### config.mk
export PLATFORM = sky130hd
export DESIGN_NAME = fp_norm_shifter
export DESIGN_NICKNAME = d
export VERILOG_FILES = /design/src/rtl/nrm_pkg.sv /design/src/rtl/nrm_lead_one.sv /design/src/rtl/nrm_log_shift.sv /design/src/rtl/nrm_exp_adj.sv /design/src/rtl/fp_norm_shifter.sv
export SDC_FILE = /design/constraint.sdc
export NUM_CORES = 1
export LEC_CHECK = 0
export ABC_CLOCK_PERIOD_IN_PS = 2500
export BUFFER_PORTS_ARGS = -buffer_cell sky130_fd_sc_hd__buf_2
export CORE_UTILIZATION = 41
export DETAILED_ROUTE_END_ITERATION = 8
export PLACE_DENSITY_LB_ADDON = 0.25
export SYNTH_ARGS = -nofsm -noshare
export SYNTH_HDL_FRONTEND = slang
export SYNTH_HIERARCHICAL = 1
export SYNTH_SLANG_ARGS = --single-unit
### constraint.sdc
create_clock -name vclk -period 2.5
set_clock_uncertainty 0.1 [all_clocks]
set_input_delay 0.375 -clock vclk [all_inputs]
set_output_delay 0.375 -clock vclk [all_outputs]
set_load 0.03 [all_outputs]
### src/rtl/nrm_pkg.sv
`timescale 1ns/1ps
// Shared helpers for the significand normalizer.
// Assumes widths are positive compile-time constants.
package nrm_pkg;
    // Returns 1 when n is a power of two (n > 0).
    function automatic bit is_pow2(input int n);
        return (n > 0) && ((n & (n - 1)) == 0);
    endfunction
endpackage

### src/rtl/nrm_lead_one.sv
`timescale 1ns/1ps
// Leading-one locator: reports the index of the highest set bit and
// converts it into the left-shift count needed to move that bit to
// the top. Assumes SIG_W >= 2. For an all-zero input, found=0 and
// the count is forced to 0.
module nrm_lead_one #(
    parameter int SIG_W = 8,
    localparam int K = $clog2(SIG_W)
) (
    input  logic [SIG_W-1:0] vec,
    output logic             found,
    output logic [K-1:0]     count
);
    localparam logic [K-1:0] TOP_IDX = K'(SIG_W - 1);

    logic [K-1:0] idx;
    logic [K-1:0] cnt_raw;

    // Priority scan: the highest set bit wins because it is visited last.
    always_comb begin
        idx = '0;
        for (int i = 0; i < SIG_W; i++) begin
            if (vec[i]) idx = K'(i);
        end
    end

    // Any bit set at all.
    assign found = |vec;

    // Count derivation: bit inversion for power-of-two widths, subtraction otherwise.
    generate
        if (nrm_pkg::is_pow2(SIG_W)) begin : g_inv
            assign cnt_raw = ~idx;
        end else begin : g_sub
            assign cnt_raw = TOP_IDX - idx;
        end
    endgenerate

    // Zero input requests no shift.
    assign count = found ? cnt_raw : '0;
endmodule

### src/rtl/nrm_log_shift.sv
`timescale 1ns/1ps
// Logarithmic left shifter: stage i moves the data left by 2**i places
// when sel[i] is 1, shifting zeros in at bit 0. No wrap-around.
module nrm_log_shift #(
    parameter int SIG_W = 8,
    localparam int K = $clog2(SIG_W)
) (
    input  logic [SIG_W-1:0] din,
    input  logic [K-1:0]     sel,
    output logic [SIG_W-1:0] dout
);
    logic [SIG_W-1:0] stg [K+1];

    // Stage input feed.
    assign stg[0] = din;

    generate
        for (genvar i = 0; i < K; i++) begin : g_stage
            // One binary-weighted shift step, selected by one count bit.
            assign stg[i+1] = sel[i] ? (stg[i] << (2 ** i)) : stg[i];
        end
    endgenerate

    // Last stage is the result.
    assign dout = stg[K];
endmodule

### src/rtl/nrm_exp_adj.sv
`timescale 1ns/1ps
// Exponent adjuster: lowers the exponent by the shift count, modulo
// 2**EXP_W. Assumes EXP_W >= CNT_W. Underflow is left to later logic.
module nrm_exp_adj #(
    parameter int EXP_W = 8,
    parameter int CNT_W = 3
) (
    input  logic [EXP_W-1:0] e_in,
    input  logic [CNT_W-1:0] dec,
    output logic [EXP_W-1:0] e_out
);
    localparam int PAD_W = EXP_W - CNT_W;

    logic [EXP_W-1:0] dec_ext;

    // Zero-extend the count to exponent width.
    generate
        if (PAD_W > 0) begin : g_pad
            assign dec_ext = {{PAD_W{1'b0}}, dec};
        end else begin : g_nopad
            assign dec_ext = dec;
        end
    endgenerate

    // Wrapping subtraction.
    assign e_out = e_in - dec_ext;
endmodule

### src/rtl/fp_norm_shifter.sv
`timescale 1ns/1ps
// Significand normalizer top: locate the leading one, shift left in a
// single combinational pass, and lower the exponent by the same count.
// Purely combinational; an all-zero significand raises is_zero and is
// passed through unshifted.
module fp_norm_shifter #(
    parameter int SIG_W = 8,
    parameter int EXP_W = 8,
    localparam int K = $clog2(SIG_W)
) (
    input  logic [SIG_W-1:0] sig_in,
    input  logic [EXP_W-1:0] exp_in,
    output logic [SIG_W-1:0] sig_out,
    output logic [K-1:0]     shamt,
    output logic [EXP_W-1:0] exp_out,
    output logic             is_zero
);
    logic         any_one;
    logic [K-1:0] cnt;

    // Find the top set bit and derive the shift count.
    nrm_lead_one #(.SIG_W(SIG_W)) u_lod (
        .vec   (sig_in),
        .found (any_one),
        .count (cnt)
    );

    // Apply the count through the staged shifter.
    nrm_log_shift #(.SIG_W(SIG_W)) u_shf (
        .din  (sig_in),
        .sel  (cnt),
        .dout (sig_out)
    );

    // Lower the exponent by the applied count.
    nrm_exp_adj #(.EXP_W(EXP_W), .CNT_W(K)) u_exp (
        .e_in  (exp_in),
        .dec   (cnt),
        .e_out (exp_out)
    );

    // Output drive.
    assign shamt   = cnt;
    assign is_zero = ~any_one;
endmodule

==> results of run 1 <==
==> cells by family after synthesis <==
family                   after synthesis
buffers and inverters                 10
AO/OA/AOI/OAI                         13
XOR/XNOR                               6
multiplexers                          12
adder cells (fa/ha/maj)                4
AND/OR/NAND/NOR                       22
==> metrics by stage <==
step	hold WS (ns)	worst slack, ns	instance area (sq um)	TNS, ns	utilization [%]
detailed placement	0.968	-0.339	1030	-2.27	88.1
global placement	0.962	-0.296	1030	-1.86	88.1
floorplan	0.702	-0.467	723	-1.79	-
==> synth_stat cells <==
| cell type | count | area [sq um] |
|---|---|---|
| buf_2 | 2 | 10.0 |
| o21bai_1 | 2 | 15.0 |
| nor3_1 | 1 | 5.00 |
| o41ai_1 | 1 | 8.76 |
| nor2b_1 | 3 | 18.8 |
| mux4_2 | 2 | 45.0 |
| nor2_1 | 6 | 22.5 |
| and2b_2 | 2 | 17.5 |
| nor4_1 | 1 | 6.26 |
| o21a_1 | 3 | 22.5 |
| nor3b_1 | 1 | 7.51 |
| a211oi_1 | 4 | 30.0 |
| nor3_2 | 1 | 10.0 |
| inv_1 | 7 | 26.3 |
| mux2_4 | 3 | 45.0 |
| nand3b_1 | 1 | 7.51 |
| xnor2_1 | 1 | 8.76 |
| mux2i_1 | 5 | 50.1 |
| mux2_2 | 2 | 22.5 |
| o21ai_0 | 2 | 10.0 |
| nor4b_1 | 1 | 8.76 |
| xor2_1 | 5 | 43.8 |
| fa_1 | 1 | 20.0 |
| nor4_2 | 2 | 25.0 |
| nand2_1 | 3 | 11.3 |
| a21oi_1 | 1 | 5.00 |
| buf_6 | 1 | 11.3 |
| ha_1 | 3 | 37.5 |
==> reports/results.ini, run 1 <==
[outcome]
status = aborted with a tool error
haltStage = clock tree synthesis
error = [ERROR DPL-0038] Utilization greater than 100%, impossible to legalize

[logic_synthesis]
yosysSeqAreaShare_pct = 0
syn_area_per_cell_sq_um = 8.24
synth_simple_gate_area_share_pct = 25.4
yosys.area_share.adder_pct = 10.4
synthMuxAreaShare_pct = 29.5
synth_top_family_by_area = multiplexers
synth_cell_types = 28
syn-num-nets = 87
synth-xor-area-share_pct = 9.52
yosysWarnings = 6
synth_compound_area_share_pct = 16.6
netlist_area_sq_um = 552
syn_inst = 67

[placement]
io_buffers = 36
dpl.cell_count = 130
globalplace.congestion = 0.833
dp_hpwl_um = 1480

[clock_network]
cts_setup_buffers = 10
cts_hold_buf = 0
cts-resized-gates = 34

[floorplan]
die_x_um = 38.7
ios = 36
initial_core_util_pct = 47.1
rows = 12
die_h_um = 38.7

==> inputs of run 2 (changes only) <==
Settings changed: ABC_CLOCK_PERIOD_IN_PS 2500 to 3200, CORE_AREA set to 2 2 63 65, CORE_UTILIZATION 41 to not set, DIE_AREA set to 0 0 65 67, PLACE_DENSITY_LB_ADDON 0.25 to 0.15.
Clock period 2.5 ns to 3.2 ns, I/O delays scaled along.
==> run 2 against run 1 <==
The run now ends clean. Synthesized cell count unchanged. Area after synthesis is the same.
==> reports/results.ini, run 2 <==
[floorplan]
die_x_um = 65  ; was 38.7 um
dieArea_sq_mm = 0.00436
initial_core_util_pct = 15.3  ; was 47.1%
rows = 22  ; was 12
ios = 36  ; unchanged
coreArea_sq_mm = 0.00361
die_h_um = 67  ; was 38.7 um

[final_layout]
diodes = 0
fin_nets = 127
layout_common_cells = buf_2, inv_1, nor2_1, buf_4, mux2i_1
drive_gt1_share_pct = 58.1
seq_cells = 0
area_delta_synth_final_pct = 63.0
regArea_sq_um = 0
nClkBuffers = 0
stdcell_area_sq_um = 900
fin_util_pct = 24.9
final_common_cell = buf_2

[timing]
slew-limit-headroom_pct = 73.2
hold_violations = 0
max_freq_mhz = 325
rsz0062_at_grt = true
setup_viol = 0
tightestPinTransition_ns = 0.399
final.period_utilization_pct = 96.0
fin_setup_tns_ns = 0
period_minus_slack_ns = 3.07
finalMaxSlewViolations = 0

[power]
p_leak_nw = 0.410
p_per_area_mw_per_mm2 = 205
worst_ir_drop_vdd_v = 0.0000759

[global_route]
grt_use_total_pct = 7.66
overflow = 0
antenna_found_initial = 0
grt_pass1_vias = 615
grt_pass1_wl_um = 2770
grt_start_max_net_pins = 14

[clock_network]
cts-resized-gates = 0  ; was 34
cts_hold_buf = 0  ; unchanged
cts_setup_buffers = 0  ; was 10

[drt]
drtPass1Iterations = 4
wirelength_um = 1720
route.met3.wl_um = 107
wl_per_cell_um = 11.2
dr_total_vias = 614
dr.max_layer_used = met3
vias_per_cell = 4.01
drcViolationCount = 0
drt_first_iter_violations = 19
final_antenna_net_count = 0
routed-wl-met2_um = 827
wl_met1_um = 781

[logic_synthesis]
yosysSeqAreaShare_pct = 0  ; unchanged
syn_inst = 67  ; unchanged
yosys.area.top_type_share_pct = 9.07  ; unchanged
syn_area_per_cell_sq_um = 8.24  ; unchanged
synth_common_cells = inv_1, nor2_1, mux2i_1, xor2_1, a211oi_1  ; unchanged
syn-num-nets = 87  ; unchanged
synth_cell_types = 28  ; unchanged
yosysWarnings = 6  ; unchanged
synth_area_leader_cell = mux2i_1  ; unchanged
yosys.cell_count.top_type = inv_1  ; unchanged
synth_area_leaders = mux2i_1, mux2_4, mux4_2, xor2_1, ha_1  ; unchanged
netlist_area_sq_um = 552  ; unchanged

[worst_setup_path]
arrival_ns = 2.49
critPathLaunchType = primary input
worstPathMaxFanout = 7
cp.required_ns = 2.62
startpoint = sig_in[3]
end_kind = output port
path_class = in -> out

[placement]
postPlaceCellArea_sq_um = 888  ; was 0.00103 sq mm
dp_hpwl_um = 1420  ; was 1480 um
io_buffers = 36  ; unchanged
globalplace.congestion = 0.686  ; was 0.833

[hold_path]
hp-start = exp_in[7]
min_path_type = in -> out
hold_depth = 3
whs_endpoint = exp_out[7]

[job]
maxCapViolations = 0

[outcome]
status = completed  ; was aborted with a tool error

==> run 2: cell counts after synthesis <==
No cell type changed its count.
==> run 2: worst max-delay path by stage <==
stage	end	cells past startpoint
2_1_floorplan	exp_out[6]	7
3_3_place_gp	exp_out[5]	11
3_5_place_dp	exp_out[5]	11
4_1_cts	exp_out[5]	11
5_1_grt	exp_out[6]	10
6_report	exp_out[6]	10
==> run 2: metal layers <==
layer	GRT usage [%]	vias up
met5	0	-
met4	0	0
met3	0.845	0
met2	14.7	24
met1	9.71	275
li1	-	315
==> run 2: metrics by stage <==
| stage | cells | hold WS, ns | setup slack, ns | total power, mW |
|---|---|---|---|---|
| 6_report | 153 | 1.19 | 0.128 | 0.185 |
| 3_3_place_gp | 153 | 1.19 | 0.119 | 0.184 |
| 5_1_grt | 153 | 1.21 | -0.00897 | 0.198 |
| 2_1_floorplan | 67 | 0.910 | -0.00195 | 0.126 |
| 3_5_place_dp | 153 | 1.19 | 0.118 | 0.185 |
| 4_1_cts | 153 | 1.19 | 0.112 | 0.185 |
==> run 2: logic make-up (layout without fill, tap and decap cells) <==
logic type                 after synthesis  after routing  synth area share [%]
buffers and inverters                   10             48                  8.62
AOI/OAI and AO/OA                       13             13                  16.6
muxes                                   12             12                  29.5
and+or+nand+nor                         22             22                  25.4
xor gates and xnor gates                 6              6                  9.52
adders and majority gates                4              4                  10.4
==> run 2: power breakdown <==
| part | internal, mW | total (mW) | switching [mW] |
|---|---|---|---|
| logic | 0.0692 | 0.185 | 0.115 |
| clock network | 0 | 0 | 0 |
| registers | 0 | 0 | 0 |
| total | 0.0692 | 0.185 | 0.115 |
==> run 2: area by class of cell <==
type	instances	area, sq um
Tap cell	48	60.1
Fill cell	413	2710
Timing Repair Buffer	41	220
Inverter	7	26.3
Multi-Input combinational cell	57	593
==> run 2: critical path, cell delays in order <==
cell and delay [ns]:
buf_2 0.16, nor2_1 0.10, o21ai_0 0.14, a211oi_4 0.30
inv_1 0.11, fa_1 0.44, a211oi_2 0.24, nand2_1 0.17
xnor2_4 0.15, buf_2 0.21
(Power assumes the default switching activity.)
==> inputs of run 3 (changes only) <==
Settings changed: ABC_AREA set to 1.
==> run 3 against run 2 <==
Fmax increased by 11%. Combinational power decreased by 5%. Hold slack improved by 0.028 ns. Cell count increased by 35%. Synthesized cell count increased by 82%. Critical endpoint unchanged.
==> reports/results.ini, run 3 <==
[power]
pwr-share-clk_pct = 0  ; about the same
sw_frac_of_total_pct = 68.5  ; was 62.5%
worst_ir_drop_vdd_v = 0.0000564  ; was 0.0000759 V
power_frac_seq_pct = 0  ; about the same
p_int_mw = 0.0551  ; was 0.0692 mW
power_switching_mw = 0.120  ; was 0.115 mW
combPwrFrac_pct = 100.0  ; about the same
p_leak_nw = 0.521  ; was 0.410 nW
p_per_area_mw_per_mm2 = 201  ; was 205 mW/mm^2

[floorplan]
dieArea_sq_mm = 0.00436  ; unchanged
rows = 22  ; unchanged
ios = 36  ; unchanged
die_h_um = 67  ; unchanged
coreArea_sq_mm = 0.00361  ; unchanged
die_x_um = 65  ; unchanged
initial_core_util_pct = 17.5  ; was 15.3%

[final_layout]
nClkBuffers = 0  ; unchanged
n_fill_cell = 423  ; was 413
multiInputGateArea_sq_um = 513  ; was 593 sq um
area_delta_synth_final_pct = 38.0  ; was 63.0%
diodes = 0  ; unchanged
stdcell_area_sq_um = 868  ; was 900 sq um
drive_gt1_share_pct = 36.7  ; was 58.1%
seq_cells = 0  ; unchanged
regArea_sq_um = 0  ; unchanged
layout_common_cells = nand2_1, buf_2, inv_1, nand3_1, nor2_1  ; was buf_2, inv_1, nor2_1, buf_4, mux2i_1
final_common_cell = nand2_1  ; was buf_2
fin_nets = 180  ; was 127
fin_util_pct = 24.1  ; was 24.9%

[hold_path]
whs_endpoint = exp_out[7]  ; unchanged
hp-start = exp_in[7]  ; unchanged
hold_depth = 4  ; was 3
min_path_type = in -> out  ; unchanged

[worst_setup_path]
critPathLaunchType = primary input  ; unchanged
worstPathMaxFanout = 4  ; was 7
slowest_stage = fa_1  ; unchanged
arrival_ns = 2.18  ; was 2.49 ns
cpMostUsedCell = nand2_1  ; was buf_2
crit_chain = buf_2 > nor2_2 > nand2_1 > nor2_2 > nor2_1 > nand2_1 > inv_1 > ha_1 > inv_1 > fa_1 > nand2_1 > nand2_1 > nor2_1 > nand3_1 > nand2_1 > buf_2  ; was buf_2 > nor2_1 > o21ai_0 > a211oi_4 > inv_1 > fa_1 > a211oi_2 > nand2_1 > xnor2_4 > buf_2
critPathBufInv = 4  ; was 3
critical-path-top-delay-family = simple AND/OR/NAND/NOR gates  ; was compound AO/OA/AOI/OAI gates
path_class = in -> out  ; unchanged
cp.required_ns = 2.62  ; about the same
end_kind = output port  ; unchanged
cpPeakStageDelay_ns = 0.40  ; was 0.44 ns

[clock_network]
cts_setup_buffers = 0  ; unchanged
cts-resized-gates = 0  ; unchanged
cts_hold_buf = 0  ; unchanged

[logic_synthesis]
synth_cell_types = 21  ; was 28
synth_common_cells = nand2_1, inv_1, nand3_1  ; was inv_1, nor2_1, mux2i_1, xor2_1, a211oi_1
yosys.cell_count.top_type = nand2_1  ; was inv_1
yosysWarnings = 6  ; unchanged
syn_inst = 122  ; was 67
yosys.area.top_type_share_pct = 24.5  ; was 9.07%
synth_area_leader_cell = nand2_1  ; was mux2i_1
syn-num-nets = 142  ; was 87
yosysSeqAreaShare_pct = 0  ; unchanged
netlist_area_sq_um = 629  ; was 552 sq um
synth_area_leaders = nand2_1, nand3_1, inv_1, ha_1, nand2_2  ; was mux2i_1, mux2_4, mux4_2, xor2_1, ha_1
syn_area_per_cell_sq_um = 5.16  ; was 8.24 sq um

[drt]
wl_per_cell_um = 8.88  ; was 11.2 um
vias_per_cell = 4.00  ; was 4.01
drt_first_iter_violations = 54  ; was 19
dr_total_vias = 823  ; was 614
drcViolationCount = 0  ; unchanged
drtPass1Iterations = 4  ; unchanged
wirelength_um = 1830  ; was 1720 um
final_antenna_net_count = 0  ; unchanged

[placement]
dp_hpwl_um = 1600  ; was 1420 um
globalplace.congestion = 0.778  ; was 0.686
postPlaceCellArea_sq_um = 868  ; was 888 sq um
io_buffers = 36  ; unchanged

[timing]
rsz0062_at_grt = false  ; was true
tightestPinTransition_ns = 0.176  ; was 0.399 ns
fin_setup_tns_ns = 0  ; unchanged
final.period_utilization_pct = 86.2  ; was 96.0%
period_minus_slack_ns = 2.76  ; was 3.07 ns
hold_violations = 0  ; unchanged
max_freq_mhz = 363  ; was 325 MHz
finalMaxSlewViolations = 0  ; unchanged
slew-limit-headroom_pct = 88.2  ; was 73.2%
setup_viol = 0  ; unchanged

[global_route]
overflow = 0  ; unchanged
grt_pass1_vias = 737  ; was 615
grt_pass1_wl_um = 3070  ; was 2770 um
antenna_found_initial = 0  ; unchanged
grt_start_max_net_pins = 11  ; was 14
grt_use_total_pct = 8.45  ; was 7.66%

[job]
maxCapViolations = 0  ; unchanged

[outcome]
status = completed  ; unchanged

[run 3: cell types whose count changed after synthesis, sizes merged, moves of 4 or more]
cell	previous run	this run
a211oi	4	0
nand2	3	48
inv	7	22
mux2	5	0
nand3	0	22
mux2i	5	0
nor2	6	15
[run 3: power by group through the flow]
stage               sequential, mW  combinational, mW  clock [mW]
floorplan                        0              0.126           0
global placement                 0              0.178           0
detailed placement               0              0.178           0
CTS                              0              0.178           0
global route                     0              0.193           0
finish                           0              0.175           0
[run 3: how the worst max path moves through the flow]
stage                     startpoint    endpoint  slack, ns  cells after the start
after floorplan            sig_in[3]  exp_out[4]       0.13                      8
after global placement     sig_in[5]  exp_out[6]       0.44                     16
after detailed placement   sig_in[5]  exp_out[6]       0.42                     16
after CTS                  sig_in[5]  exp_out[6]       0.41                     16
after global routing       sig_in[2]  exp_out[6]       0.25                     18
final                      sig_in[5]  exp_out[6]       0.44                     16
[run 3: metal layers]
metal / global-route usage [%] / up-vias / share of wire [%]
met4: 0 / 0 / 0
met2: 16.9 / 25 / 49
met5: 0 / - / 0
met3: 0.338 / 0 / 5.8
li1: - / 448 / -
met1: 10.5 / 350 / 45
[run 3: cell type report]
class	count	share of cell area, %
repair buffers	39	23.3
multi-input cells	97	59.1
inverters	22	10.7
well taps	48	6.92
[run 3: logic make-up after synthesis]
logic type,Yosys count,synth area share (%)
simple gates,89,67.6
fa+ha+maj,4,9.15
buf+inv,25,18.5
compound gates,2,1.99
xor+xnor,2,2.78
[run 3: per-stage QoR]
step | instances | worst slack [ns] | hold WS (ns) | total power [mW]
CTS | 206 | 0.409 | 1.22 | 0.178
finish | 206 | 0.442 | 1.22 | 0.175
floorplan | 122 | 0.133 | 1.04 | 0.126
global placement | 206 | 0.436 | 1.22 | 0.178
detailed placement | 206 | 0.424 | 1.22 | 0.178
global route | 206 | 0.253 | 1.24 | 0.193
==> inputs of run 4 (changes only) <==
Settings changed: ABC_CLOCK_PERIOD_IN_PS 3200 to 2950, GPL_ROUTABILITY_DRIVEN set to 0.
Clock period 3.2 ns to 2.95 ns, I/O delays scaled along.
==> run 4 against run 3 <==
Non-clock buffer count stayed put. Worst setup slack got worse by 0.19 ns. Via count increased by 0.49%. Critical path depth unchanged. Global-route usage grew 0.21 points. Largest power group unchanged. Routed wire length increased by 0.49%. Clock-buffer cell count did not move. Largest cell class unchanged. Critical endpoint unchanged.
==> reports/results.ini, run 4 (same netlist as run 3, synthesis figures left out) <==
[final_layout]
seq_cells = 0  ; unchanged
layout_common_cells = nand2_1, buf_2, inv_1, nand3_1, nor2_1  ; unchanged
final_common_cell = nand2_1  ; unchanged
diodes = 0  ; unchanged
drive_gt1_share_pct = 37.3  ; was 36.7%
fin_util_pct = 24.2  ; was 24.1%
fin_cells = 206  ; unchanged
area_delta_synth_final_pct = 38.6  ; was 38.0%
fin_nets = 180  ; unchanged
regArea_sq_um = 0  ; unchanged
nClkBuffers = 0  ; unchanged
stdcell_area_sq_um = 872  ; was 868 sq um

[clock_network]
cts-resized-gates = 0  ; unchanged
cts_setup_buffers = 0  ; unchanged
cts_hold_buf = 0  ; unchanged

[global_route]
grt_pass1_vias = 763  ; was 737
grt_start_max_net_pins = 11  ; unchanged
antenna_found_initial = 0  ; unchanged
grt_pass1_wl_um = 3080  ; was 3070 um
grt_use_total_pct = 8.67  ; was 8.45%
overflow = 0  ; unchanged

[floorplan]
coreArea_sq_mm = 0.00361  ; unchanged
ios = 36  ; unchanged
initial_core_util_pct = 17.5  ; unchanged
die_h_um = 67  ; unchanged
dieArea_sq_mm = 0.00436  ; unchanged
die_x_um = 65  ; unchanged
rows = 22  ; unchanged

[timing]
period_minus_slack_ns = 2.70
max_freq_mhz = 370
fin_setup_tns_ns = 0  ; unchanged
tightestPinTransition_ns = 0.194  ; was 0.176 ns
hold_violations = 0  ; unchanged
rsz0062_at_grt = false  ; unchanged
final.period_utilization_pct = 91.6
hold_slack_ns = 1.14  ; was 1.22 ns
slew-limit-headroom_pct = 86.9  ; was 88.2%
finalMaxSlewViolations = 0  ; unchanged
setup_viol = 0  ; unchanged

[drt]
drt_first_iter_violations = 30  ; was 54
drtPass1Iterations = 4  ; unchanged
dr_total_vias = 827  ; was 823
vias_per_cell = 4.01  ; was 4.00
drcViolationCount = 0  ; unchanged
wl_per_cell_um = 8.93  ; was 8.88 um
wirelength_um = 1840  ; was 1830 um
final_antenna_net_count = 0  ; unchanged

[job]
maxCapViolations = 0  ; unchanged

[power]
pwr-share-clk_pct = 0  ; about the same
p_per_area_mw_per_mm2 = 219  ; was 201 mW/mm^2
sw_frac_of_total_pct = 68.5  ; about the same
worst_ir_drop_vdd_v = 0.0000633  ; was 0.0000564 V
power_switching_mw = 0.131  ; was 0.120 mW
power_frac_seq_pct = 0  ; about the same
p_leak_nw = 0.522  ; was 0.521 nW
p_int_mw = 0.0601  ; was 0.0551 mW
combPwrFrac_pct = 100.0  ; about the same

[worst_setup_path]
cpPeakStageDelay_ns = 0.40  ; about the same
critPathBufInv = 4  ; unchanged
crit_chain = buf_2 > nor2_2 > nand2_1 > nor2_2 > nor2_1 > nand2_1 > inv_1 > ha_1 > inv_1 > fa_1 > nand2_1 > nand2_1 > nor2_1 > nand3_1 > nand2_1 > buf_2  ; unchanged
end_kind = output port  ; unchanged
slowest_stage = fa_1  ; unchanged
worstPathMaxFanout = 4  ; unchanged
path_class = in -> out  ; unchanged
cpMostUsedCell = nand2_1  ; unchanged
critical-path-top-delay-family = simple AND/OR/NAND/NOR gates  ; unchanged
critPathLaunchType = primary input  ; unchanged
cp.required_ns = 2.41  ; was 2.62 ns
arrival_ns = 2.16  ; was 2.18 ns

[placement]
dpl.cell_count = 206  ; unchanged
postPlaceCellArea_sq_um = 872  ; was 868 sq um
dp_hpwl_um = 1600  ; about the same
io_buffers = 36  ; unchanged

[outcome]
status = completed  ; unchanged

[hold_path]
min_path_type = in -> out  ; unchanged

run 4: cell counts in the layout (fill, tap and decap cells not counted):
Identical to the previous run, type by type.
run 4: worst min-delay path, cell delays in order:
cell and delay, ns:
buf_2 0.09, nand2_1 0.04, nand2_1 0.04, buf_2 0.18
run 4: area by class of cell:
type	instances	area, sq um
Inverter	22	92.6
Tap cell	48	60.1
Timing Repair Buffer	39	203
Multi-Input combinational cell	97	517
Fill cell	450	2730
run 4: worst paths after layout:
check  cells past startpoint  slack (ns)       from    endpoint
max                       16        0.25  sig_in[5]  exp_out[6]
min                        4        1.14  exp_in[5]  exp_out[5]
run 4: stage by stage:
step | power, mW | setup WS (ns)
finish | 0.191 | 0.249
global route | 0.211 | 0.0119
CTS | 0.194 | 0.237
detailed placement | 0.193 | 0.244
global placement | 0.193 | 0.285
floorplan | 0.137 | 0.151
run 4: power by group through the flow:
stage | clock network, mW | registers (mW) | logic [mW]
finish | 0 | 0 | 0.191
detailed placement | 0 | 0 | 0.193
global placement | 0 | 0 | 0.193
global route | 0 | 0 | 0.211
floorplan | 0 | 0 | 0.137
CTS | 0 | 0 | 0.194
run 4: per-layer routing:
layer  GRT usage, %  wire, um
met1           10.5       822
met2           17.4       898
met3          0.676       118
met4              0         0
met5              0         0
